==> src/rtl/ir_parse_pkg.sv <==
package ir_parse_pkg;
  typedef enum logic [1:0] {
    ST_HDR  = 2'd0,
    ST_SUB  = 2'd1,
    ST_DATA = 2'd2,
    ST_IR   = 2'd3
  } parse_state_e;

  localparam logic [7:0] DEF_CMD_HDR  = 8'h9F;
  localparam logic [7:0] DEF_HW_HDR   = 8'hFF;
  localparam logic [7:0] DEF_NULL_CMD = 8'h00;
  localparam logic [7:0] DEF_REV_SUB  = 8'h0B;
  // packed lists of subcommands, three entries each
  localparam logic [23:0] DEF_SUB2_LIST = {8'h06, 8'h0C, 8'h15};
  localparam logic [23:0] DEF_SUB1_LIST = {8'h01, 8'h08, 8'h14};
endpackage

==> src/rtl/ir_cmd_len.sv <==
module ir_cmd_len #(
  parameter logic [7:0]  CMD_HDR   = ir_parse_pkg::DEF_CMD_HDR,
  parameter logic [7:0]  HW_HDR    = ir_parse_pkg::DEF_HW_HDR,
  parameter logic [7:0]  NULL_CMD  = ir_parse_pkg::DEF_NULL_CMD,
  parameter logic [7:0]  REV_SUB   = ir_parse_pkg::DEF_REV_SUB,
  parameter int unsigned N_SUB2    = 3,
  parameter int unsigned N_SUB1    = 3,
  parameter logic [N_SUB2*8-1:0] SUB2_LIST = ir_parse_pkg::DEF_SUB2_LIST,
  parameter logic [N_SUB1*8-1:0] SUB1_LIST = ir_parse_pkg::DEF_SUB1_LIST
) (
  input  logic [7:0] cmd_i,
  input  logic [7:0] sub_i,
  output logic [1:0] len_o
);
  logic hit2, hit1;

  always_comb begin
    hit2 = 1'b0;
    hit1 = 1'b0;
    for (int i = 0; i < int'(N_SUB2); i++)
      if (sub_i == SUB2_LIST[i*8 +: 8]) hit2 = 1'b1;
    for (int i = 0; i < int'(N_SUB1); i++)
      if (sub_i == SUB1_LIST[i*8 +: 8]) hit1 = 1'b1;
  end

  always_comb begin
    len_o = 2'd0;
    if (cmd_i == CMD_HDR) begin
      if (hit2)      len_o = 2'd2;
      else if (hit1) len_o = 2'd1;
    end else if (cmd_i == HW_HDR) begin
      if (sub_i == REV_SUB) len_o = 2'd2;
    end else if (cmd_i == NULL_CMD) begin
      if (sub_i == HW_HDR) len_o = 2'd1;
    end
  end
endmodule

==> src/rtl/ir_parse_fsm.sv <==
module ir_parse_fsm
  import ir_parse_pkg::*;
#(
  parameter int unsigned LEN_W     = 5,
  parameter logic [7:0]  CMD_HDR   = DEF_CMD_HDR,
  parameter logic [7:0]  HW_HDR    = DEF_HW_HDR,
  parameter logic [7:0]  NULL_CMD  = DEF_NULL_CMD,
  parameter logic [7:0]  REV_SUB   = DEF_REV_SUB,
  parameter logic [7-LEN_W:0] PULSE_PAT = 3'b100
) (
  input  logic       clk_i,
  input  logic       rst_ni,
  input  logic       take_i,
  input  logic [7:0] byte_i,
  output logic       sample_o,
  output logic       evt_o
);
  parse_state_e     state_q, state_d;
  logic [7:0]       cmd_q, cmd_d;
  logic [LEN_W-1:0] rem_q, rem_d;
  logic [1:0]       sub_len;

  ir_cmd_len #(
    .CMD_HDR (CMD_HDR),
    .HW_HDR  (HW_HDR),
    .NULL_CMD(NULL_CMD),
    .REV_SUB (REV_SUB)
  ) i_cmd_len (
    .cmd_i(cmd_q),
    .sub_i(byte_i),
    .len_o(sub_len)
  );

  always_comb begin
    state_d  = state_q;
    cmd_d    = cmd_q;
    rem_d    = rem_q;
    sample_o = 1'b0;
    evt_o    = 1'b0;
    if (take_i) begin
      unique case (state_q)
        ST_HDR: begin
          cmd_d = byte_i;
          if (byte_i == CMD_HDR || byte_i[7:LEN_W] != PULSE_PAT) begin
            state_d = ST_SUB;
          end else begin
            rem_d = byte_i[LEN_W-1:0];
            if (rem_d != '0) state_d = ST_IR;
            else             evt_o   = 1'b1;
          end
        end
        ST_SUB: begin
          rem_d   = LEN_W'(sub_len);
          state_d = (sub_len == 2'd0) ? ST_HDR : ST_DATA;
        end
        ST_DATA: begin
          rem_d = rem_q - LEN_W'(1);
          if (rem_d == '0) state_d = ST_HDR;
        end
        default: begin
          sample_o = 1'b1;
          rem_d    = rem_q - LEN_W'(1);
          if (rem_d == '0) state_d = ST_HDR;
        end
      endcase
    end
  end

  always_ff @(posedge clk_i or negedge rst_ni) begin
    if (!rst_ni) begin
      state_q <= ST_HDR;
      cmd_q   <= '0;
      rem_q   <= '0;
    end else begin
      state_q <= state_d;
      cmd_q   <= cmd_d;
      rem_q   <= rem_d;
    end
  end

  AST_REM_LIVE: assert property (@(posedge clk_i) disable iff (!rst_ni)
    (state_q == ST_DATA || state_q == ST_IR) |-> rem_q != '0);
  AST_EVT_TO_HDR: assert property (@(posedge clk_i) disable iff (!rst_ni)
    evt_o |=> state_q == ST_HDR);
  AST_CMD_TO_SUB: assert property (@(posedge clk_i) disable iff (!rst_ni)
    (take_i && state_q == ST_HDR && byte_i == CMD_HDR) |=> state_q == ST_SUB);
endmodule

==> src/rtl/ir_sample_out.sv <==
module ir_sample_out #(
  parameter int unsigned CNT_W     = 7,
  parameter int unsigned DUR_W     = 16,
  parameter int unsigned SAMPLE_US = 50
) (
  input  logic             clk_i,
  input  logic             rst_ni,
  input  logic             load_i,
  input  logic [7:0]       byte_i,
  input  logic             evt_i,
  input  logic             out_ready_i,
  output logic             out_valid_o,
  output logic             out_pulse_o,
  output logic [DUR_W-1:0] out_dur_o,
  output logic             evt_o
);
  localparam int unsigned MAX_DUR = ((1 << CNT_W) - 1) * SAMPLE_US;

  logic [DUR_W-1:0] dur_d;

  assign dur_d = DUR_W'(byte_i[CNT_W-1:0]) * DUR_W'(SAMPLE_US);

  always_ff @(posedge clk_i or negedge rst_ni) begin
    if (!rst_ni) begin
      out_valid_o <= 1'b0;
      out_pulse_o <= 1'b0;
      out_dur_o   <= '0;
      evt_o       <= 1'b0;
    end else begin
      evt_o <= evt_i;
      if (load_i) begin
        out_valid_o <= 1'b1;
        out_pulse_o <= byte_i[7];
        out_dur_o   <= dur_d;
      end else if (out_ready_i) begin
        out_valid_o <= 1'b0;
      end
    end
  end

  AST_HOLD_REC: assert property (@(posedge clk_i) disable iff (!rst_ni)
    (out_valid_o && !out_ready_i) |=>
      (out_valid_o && $stable(out_dur_o) && $stable(out_pulse_o)));
  AST_DUR_GRID: assert property (@(posedge clk_i) disable iff (!rst_ni)
    out_valid_o |-> (32'(out_dur_o) <= MAX_DUR && (32'(out_dur_o) % SAMPLE_US) == 0));
endmodule

==> src/rtl/ir_stream_parser.sv <==
module ir_stream_parser #(
  parameter int unsigned LEN_W     = 5,
  parameter int unsigned CNT_W     = 7,
  parameter int unsigned DUR_W     = 16,
  parameter int unsigned SAMPLE_US = 50,
  parameter logic [7:0]  CMD_HDR   = ir_parse_pkg::DEF_CMD_HDR,
  parameter logic [7:0]  HW_HDR    = ir_parse_pkg::DEF_HW_HDR,
  parameter logic [7:0]  NULL_CMD  = ir_parse_pkg::DEF_NULL_CMD
) (
  input  logic             clk_i,
  input  logic             rst_ni,
  input  logic             in_valid_i,
  input  logic [7:0]       in_data_i,
  output logic             in_ready_o,
  output logic             out_valid_o,
  input  logic             out_ready_i,
  output logic             out_pulse_o,
  output logic [DUR_W-1:0] out_dur_us_o,
  output logic             reset_evt_o
);
  logic take, sample_load, evt;

  // a pending record blocks input unless it leaves this cycle
  assign in_ready_o = !out_valid_o || out_ready_i;
  assign take       = in_valid_i && in_ready_o;

  ir_parse_fsm #(
    .LEN_W   (LEN_W),
    .CMD_HDR (CMD_HDR),
    .HW_HDR  (HW_HDR),
    .NULL_CMD(NULL_CMD)
  ) i_fsm (
    .clk_i   (clk_i),
    .rst_ni  (rst_ni),
    .take_i  (take),
    .byte_i  (in_data_i),
    .sample_o(sample_load),
    .evt_o   (evt)
  );

  ir_sample_out #(
    .CNT_W    (CNT_W),
    .DUR_W    (DUR_W),
    .SAMPLE_US(SAMPLE_US)
  ) i_out (
    .clk_i      (clk_i),
    .rst_ni     (rst_ni),
    .load_i     (sample_load),
    .byte_i     (in_data_i),
    .evt_i      (evt),
    .out_ready_i(out_ready_i),
    .out_valid_o(out_valid_o),
    .out_pulse_o(out_pulse_o),
    .out_dur_o  (out_dur_us_o),
    .evt_o      (reset_evt_o)
  );

  AST_EVT_NO_REC: assert property (@(posedge clk_i) disable iff (!rst_ni)
    reset_evt_o |-> !$past(sample_load));
endmodule

==> config.mk <==
export PLATFORM = sky130hd
export DESIGN_NAME = ir_stream_parser
export DESIGN_NICKNAME = d
export VERILOG_FILES = /design/src/rtl/ir_parse_pkg.sv /design/src/rtl/ir_cmd_len.sv /design/src/rtl/ir_parse_fsm.sv /design/src/rtl/ir_sample_out.sv /design/src/rtl/ir_stream_parser.sv
export SDC_FILE = /design/constraint.sdc
export NUM_CORES = 1
export LEC_CHECK = 0
export BUFFER_PORTS_ARGS = -buffer_cell sky130_fd_sc_hd__clkbuf_2
export CORE_ASPECT_RATIO = 1.2
export CORE_MARGIN = 2
export CORE_UTILIZATION = 50
export CTS_CLUSTER_DIAMETER = 40
export DETAILED_ROUTE_END_ITERATION = 7
export PLACE_DENSITY_LB_ADDON = 0.25
export SYNTH_ARGS = -nofsm -noshare
export SYNTH_HDL_FRONTEND = slang
export SYNTH_HIERARCHICAL = 1
export SYNTH_SLANG_ARGS = --single-unit
==> constraint.sdc <==
create_clock -name clk_i -period 2.47 [get_ports clk_i]
set_input_delay 0.247 -clock clk_i [delete_from_list [all_inputs] [get_ports clk_i]]
set_output_delay 0.247 -clock clk_i [all_outputs]
set_load 0.01 [all_outputs]
==> reports/metrics.yaml, run 1 <==
synthesis:
  ys_ff_latch: 30
  yosys-top-cells-count: "30 x dfrtp_1, 28 x ha_1, 15 x inv_1"
  synth-edff-count: 0
  synthCells: 220
  async_flop_share: 1.00
  ys_warn_count: 6
  netlist_top_cells_area: "dfrtp_1 32%, ha_1 15%, mux2_2 6.8%"
  synth.distinct_cells: 66
  synth.most_common_cell: "dfrtp_1"
  ys.flop_type: "dfrtp_1"
  synth_area_leader_cell: "dfrtp_1"
  synth.top_cell.area_share: 0.323
  synth-seq-area-share: 0.323
  netlist_area_um2: 2320
  avgSynthCellArea_um2: 10.6
final_layout:
  antenna_cells: 0
  areaGrowthSynthToFinish_pct: 16.5
  fin_nets: 308
  finalInstanceArea_um2: 2710
  drive_gt1_frac: 0.333
power:
  p_leak_nw: 1.26
  powerDensity_nw_per_um2: 889
  irDropWorstVdd_mv: 0.523
detailed_routing:
  drc: 0
  via_per_inst: 5.68
  first_pass_iters: 4
  drtIter0Drc: 108
  vias: 1846
  wl_um: 4510
  post_drt_wl_per_cell_um: 13.9
  final_antenna_net_count: 0
sta:
  slew_headroom: 0.501
  period_share: 0.946
  worstMarginPinSlew_ps: 749
  rsz0062_at_grt: "no"
  finClkSkew_ps: 4.20
  fin_crit_ps: 2340
  finalSetupViolations: 0
  finalHoldViolCount: 0
  finalMaxSlewViolations: 0
  max_freq_mhz: 428
  fin_setup_tns_ps: 0
placed_design:
  routabilityCongestion: 0.843
  port_buffers: 27
  placedInstanceArea_um2: 2610
  dp_hpwl_um: 3420
run:
  cap_violations: 0
setup_path:
  worst-path-max-fanout: 3
  worstPathArrival_ps: 2490
  start_kind: "input pin"
  endpoint_kind: "flip-flop"
  worstPathRequired_ps: 2630
  r2r_slack_ps: 670
  critPathKind: "in2reg"
floorplanning:
  die_area_um2: 5210
  ioPinCount: 32
  core_um2: 4530
  die_h_um: 78.7
  rows: 27
  die_width_um: 66.2
  start_util: 0.513
hold_path:
  hold_class: "in2async"
grt:
  grt.total_usage: 0.197
  grt_pass1_vias: 1769
  grt_pass1_wl_um: 7880
  antenna_found_initial: 0
  grt.overflow.total: 0
  grt_max_degree: 31
clocking:
  clk_latency_ps: 280
  clkSinkCount: 30
  post_cts_buffers: 0
  cts_buffers: 5
  cts_root_buf: "clkbuf_8"
  htree_levels: 2
  path_clk_slew_ps: 70
  cts_tree: "yes"
  clock_path_buffers: 2
status:
  status: "completed"
-- cell families (layout without fill, tap and decap cells) --
family	Yosys count	in the layout	synth area share
fa+ha+maj	30	30	0.168
compound gates	48	48	0.170
simple gates	60	60	0.162
mux	21	21	0.0997
buf+inv	26	70	0.0609
flops	30	30	0.323
xor+xnor	4	4	0.0151
other cells	1	4	0.00161
-- per-layer routing --
layer,up-vias,GRT usage,wire (µm),share of wire
li1,905,-,-,-
met1,894,0.253,2110,0.47
met2,40,0.324,2170,0.48
met3,7,0.0387,164,0.036
met4,0,0.0735,63,0.014
met5,-,0,0,0
-- layout make-up --
class                      count  area, µm²
fill                         405       1820
multi-input combinational    167       1440
sequential                    30        751
timing repair buffer          46        278
clock buffer                   6       82.6
tap                           58       72.6
inverter                      16       65.1
clock inverter                 2       12.5
-- repair_timing --
item / in CTS / in global routing
gates resized for setup: 0 / 1
setup endpoints to repair: 0 / 1
endpoints found under the hold margin: 0 / 0
hold buffers: 0 / 0
-- worst max-delay path, stage by stage --
cell      delay (ps)
clkbuf_2         120
ha_1             290
ha_1             310
fa_1             460
ha_1             340
and2b_4          180
o31ai_2          270
a2111o_1         200
o211ai_2          70
-- cells in the final DEF, fill, tap and decap left out, types with 3 or more instances in the layout --
master    instances
a211oi_1          3
a21oi_1           4
and3_1            3
buf_4            19
clkbuf_2         27
clkbuf_8          6
conb_1            4
dfrtp_1          30
ha_1             28
inv_1            15
mux2_1            3
mux2_2           14
mux2i_1           4
nand2_1          12
nand2b_1          5
nand3_1           4
nand4_1           3
nor2_1            7
nor3_1            4
nor4_1            5
o21ai_0           9
o21ai_1           3
xnor2_1           3
-- where the power goes --
part,switching (mW),total (mW),internal (mW)
clock,0.194,0.418,0.224
sequential,0.179,0.897,0.717
combinational,0.521,1.09,0.570
total,0.895,2.41,1.51
-- worst paths after layout --
| check | startpoint | end | cells past startpoint |
|---|---|---|---|
| setup / recovery | in_data_i[2] | i_out/out_dur_o[11] | 9 |
| hold / removal | rst_ni | i_out/out_dur_o[6] | 1 |
| setup reg to reg | i_fsm/cmd_q[5] | i_fsm/rem_q[0] | 7 |
| hold reg to reg | i_out/out_dur_o[9] | i_out/out_dur_o[9] | 1 |
| max in group asynchronous | rst_ni | i_out/out_dur_o[12] | 1 |
| min in group clk_i | out_ready_i | i_out/out_valid_o | 2 |
-- flip-flops by register name, indices dropped and copies added (netlist names) --
| register | flops |
|---|---|
| i_fsm/cmd_q | 8 |
| i_fsm/rem_q | 5 |
| i_out/out_valid_o | 1 |
| i_out/evt_o | 1 |
| i_out/out_dur_o | 12 |
| i_fsm/state_q | 2 |
| i_out/out_pulse_o | 1 |
-- through the flow --
stage	setup slack, ps	power [mW]	std cells	hold slack (ps)	util
3_5_place_dp	-187	2.00	317	354	0.576
6_report	134	2.41	325	15.9	0.598
4_1_cts	82.5	2.44	325	39.0	0.597
2_1_floorplan	12.7	1.68	223	-48.6	-
3_3_place_gp	-170	1.98	317	349	0.576
5_1_grt	17.7	2.60	325	90.7	0.598
(Power assumes the default switching activity.)
==> run 2: changes to the inputs <==
--- a/config.mk
+++ b/config.mk
@@ -8,9 +8,10 @@
 export BUFFER_PORTS_ARGS = -buffer_cell sky130_fd_sc_hd__clkbuf_2
 export CORE_ASPECT_RATIO = 1.2
 export CORE_MARGIN = 2
-export CORE_UTILIZATION = 50
+export CORE_UTILIZATION = 30
 export CTS_CLUSTER_DIAMETER = 40
 export DETAILED_ROUTE_END_ITERATION = 7
+export GPL_ROUTABILITY_DRIVEN = 1
 export PLACE_DENSITY_LB_ADDON = 0.25
 export SYNTH_ARGS = -nofsm -noshare
 export SYNTH_HDL_FRONTEND = slang
==> run 2 against run 1 <==
Total power grew 1.1%. Via count shrank 0.16%. Final area grew 2.4%. Worst setup slack is essentially flat. Non-clock buffer count grew 2. Clock power grew 3%. Register-to-register slack lost 20 ps. Critical path depth grew 1. Hold slack gained 19 ps. Count of clock-buffer cells in the layout is the same. Sequential share of layout area shrank 0.64 points. Clock skew grew 3.7 ps. Largest cell class unchanged. Largest power group unchanged.
==> reports/metrics.yaml, run 2 (same netlist as run 1, synthesis figures left out) <==
power:
  irDropWorstVdd_mv: 0.427
  combPwrFrac: 0.452
  p_sw_mw: 0.921
  p_total_mw: 2.43
  powerDensity_nw_per_um2: 878
  p_leak_nw: 1.27
  power.internal_mw: 1.51
  clkPwrFrac: 0.177
  p_seq_frac: 0.372
  switching_share: 0.379
sta:
  fin_hold_ws_ps: 34.8
  max_freq_mhz: 428
  fin_ws_ps: 134
  finClkSkew_ps: 7.95
  finalSetupViolations: 0
  fin_crit_ps: 2340
  slew_headroom: 0.475
  period_share: 0.946
  worstMarginPinSlew_ps: 788
  rsz0062_at_grt: "no"
  finalHoldViolCount: 0
  finalMaxSlewViolations: 0
floorplanning:
  die_h_um: 100
  rows: 35
  ioPinCount: 32
  start_util: 0.307
  die_area_um2: 8460
  die_width_um: 84.3
  core_um2: 7580
clocking:
  clock_path_buffers: 2
  path_clk_slew_ps: 70
  clkSinkCount: 30
  cts_buffers: 5
  cts_root_buf: "clkbuf_8"
  cts_tree: "yes"
  clk_latency_ps: 290
  post_cts_buffers: 0
  htree_levels: 2
placed_design:
  place_ws_ps: -207
  dp_cells: 353
  dp_hpwl_um: 3930
  routabilityCongestion: 0.807
  port_buffers: 27
final_layout:
  layout_common_cells: "30 x dfrtp_1, 28 x ha_1, 27 x clkbuf_2, 21 x buf_4, 15 x inv_1"
  antenna_cells: 0
  fin_nets: 310
  post-route-util: 0.365
  layout_commonest_cell: "dfrtp_1"
  final_cells: 361
  reg_top3: "i_out/out_dur_o x12, i_fsm/cmd_q x8, i_fsm/rem_q x5"
  drive_gt1_frac: 0.335
  regMostFlops: "i_out/out_dur_o"
  areaGrowthSynthToFinish_pct: 19.2
  largest_reg_flops: 12
detailed_routing:
  vias: 1843
  post_drt_wl_per_cell_um: 14.0
  wl_um: 5040
  drtIter0Drc: 60
  via_per_inst: 5.11
  final_antenna_net_count: 0
  drc: 0
  first_pass_iters: 4
setup_path:
  critPathBufInv: 2
  crit_top_cell: "ha_1"
  cp_top_family: "adder cells"
  endpoint_kind: "flip-flop"
  worstPathRequired_ps: 2680
  worst-path-max-fanout: 4
  critical_path.slowest_cell: "fa_1"
  worstPathArrival_ps: 2540
  critPathMaxStageDelay_ps: 430
  crit_chain: "clkbuf_2, ha_1, ha_1, ha_1, inv_1, fa_1, and2b_4, o31ai_4, a2111o_1, o211ai_2"
  critPathKind: "in2reg"
  start_kind: "input pin"
grt:
  grt_pass1_wl_um: 8630
  grt_max_degree: 31
  antenna_found_initial: 0
  grt.overflow.total: 0
  grt.total_usage: 0.127
  grt_pass1_vias: 1809
status:
  status: "completed"
hold_path:
  hold_class: "in2async"
run:
  cap_violations: 0
run 2: per-layer routing:
layer	global-route usage	up-vias	routed length, µm
li1	-	907	-
met1	0.158	890	2290
met2	0.217	40	2470
met3	0.0222	6	193
met4	0.0509	0	88
met5	0	-	0
run 2: through the flow:
| step | setup TNS (ps) | instance area, µm² |
|---|---|---|
| finish | 0 | 2770 |
| global route | 0 | 2770 |
| CTS | 0 | 2760 |
| detailed placement | -507 | 2670 |
| global placement | -389 | 2670 |
| floorplan | 0 | 2330 |
run 2: worst paths after layout:
| kind | startpoint | to | slack, ps | cells past startpoint |
|---|---|---|---|---|
| worst min register to register | i_out/out_dur_o[9] | i_out/out_dur_o[9] | 490 | 1 |
| worst min-delay path | rst_ni | i_fsm/rem_q[4] | 30 | 1 |
| worst max-delay path | in_data_i[1] | i_out/out_dur_o[11] | 130 | 10 |
| max in group asynchronous | rst_ni | i_fsm/cmd_q[6] | 1940 | 1 |
| worst max register to register | i_fsm/cmd_q[5] | i_fsm/state_q[1] | 650 | 8 |
| min in group clk_i | out_ready_i | i_out/out_valid_o | 180 | 2 |
run 2: cell type report:
cell class                      instances  area [µm²]
Clock buffer                            6        82.6
Timing Repair Buffer                   48         293
Fill cell                             777        4810
Clock inverter                          2        12.5
Multi-Input combinational cell        167        1450
Inverter                               16        65.1
Sequential cell                        30         751
Tap cell                               92         115
run 2: power by group through the flow:
stage	Combinational (mW)	Clock, mW	Sequential, mW
global route	1.22	0.474	0.944
detailed placement	1.10	0	0.915
CTS	1.11	0.445	0.907
finish	1.10	0.430	0.904
floorplan	0.776	0	0.900
global placement	1.10	0	0.913
run 2: repair_timing:
action,in CTS,in global routing
resized for setup,0,1
hold buffers,0,0
setup endpoints to repair,0,1
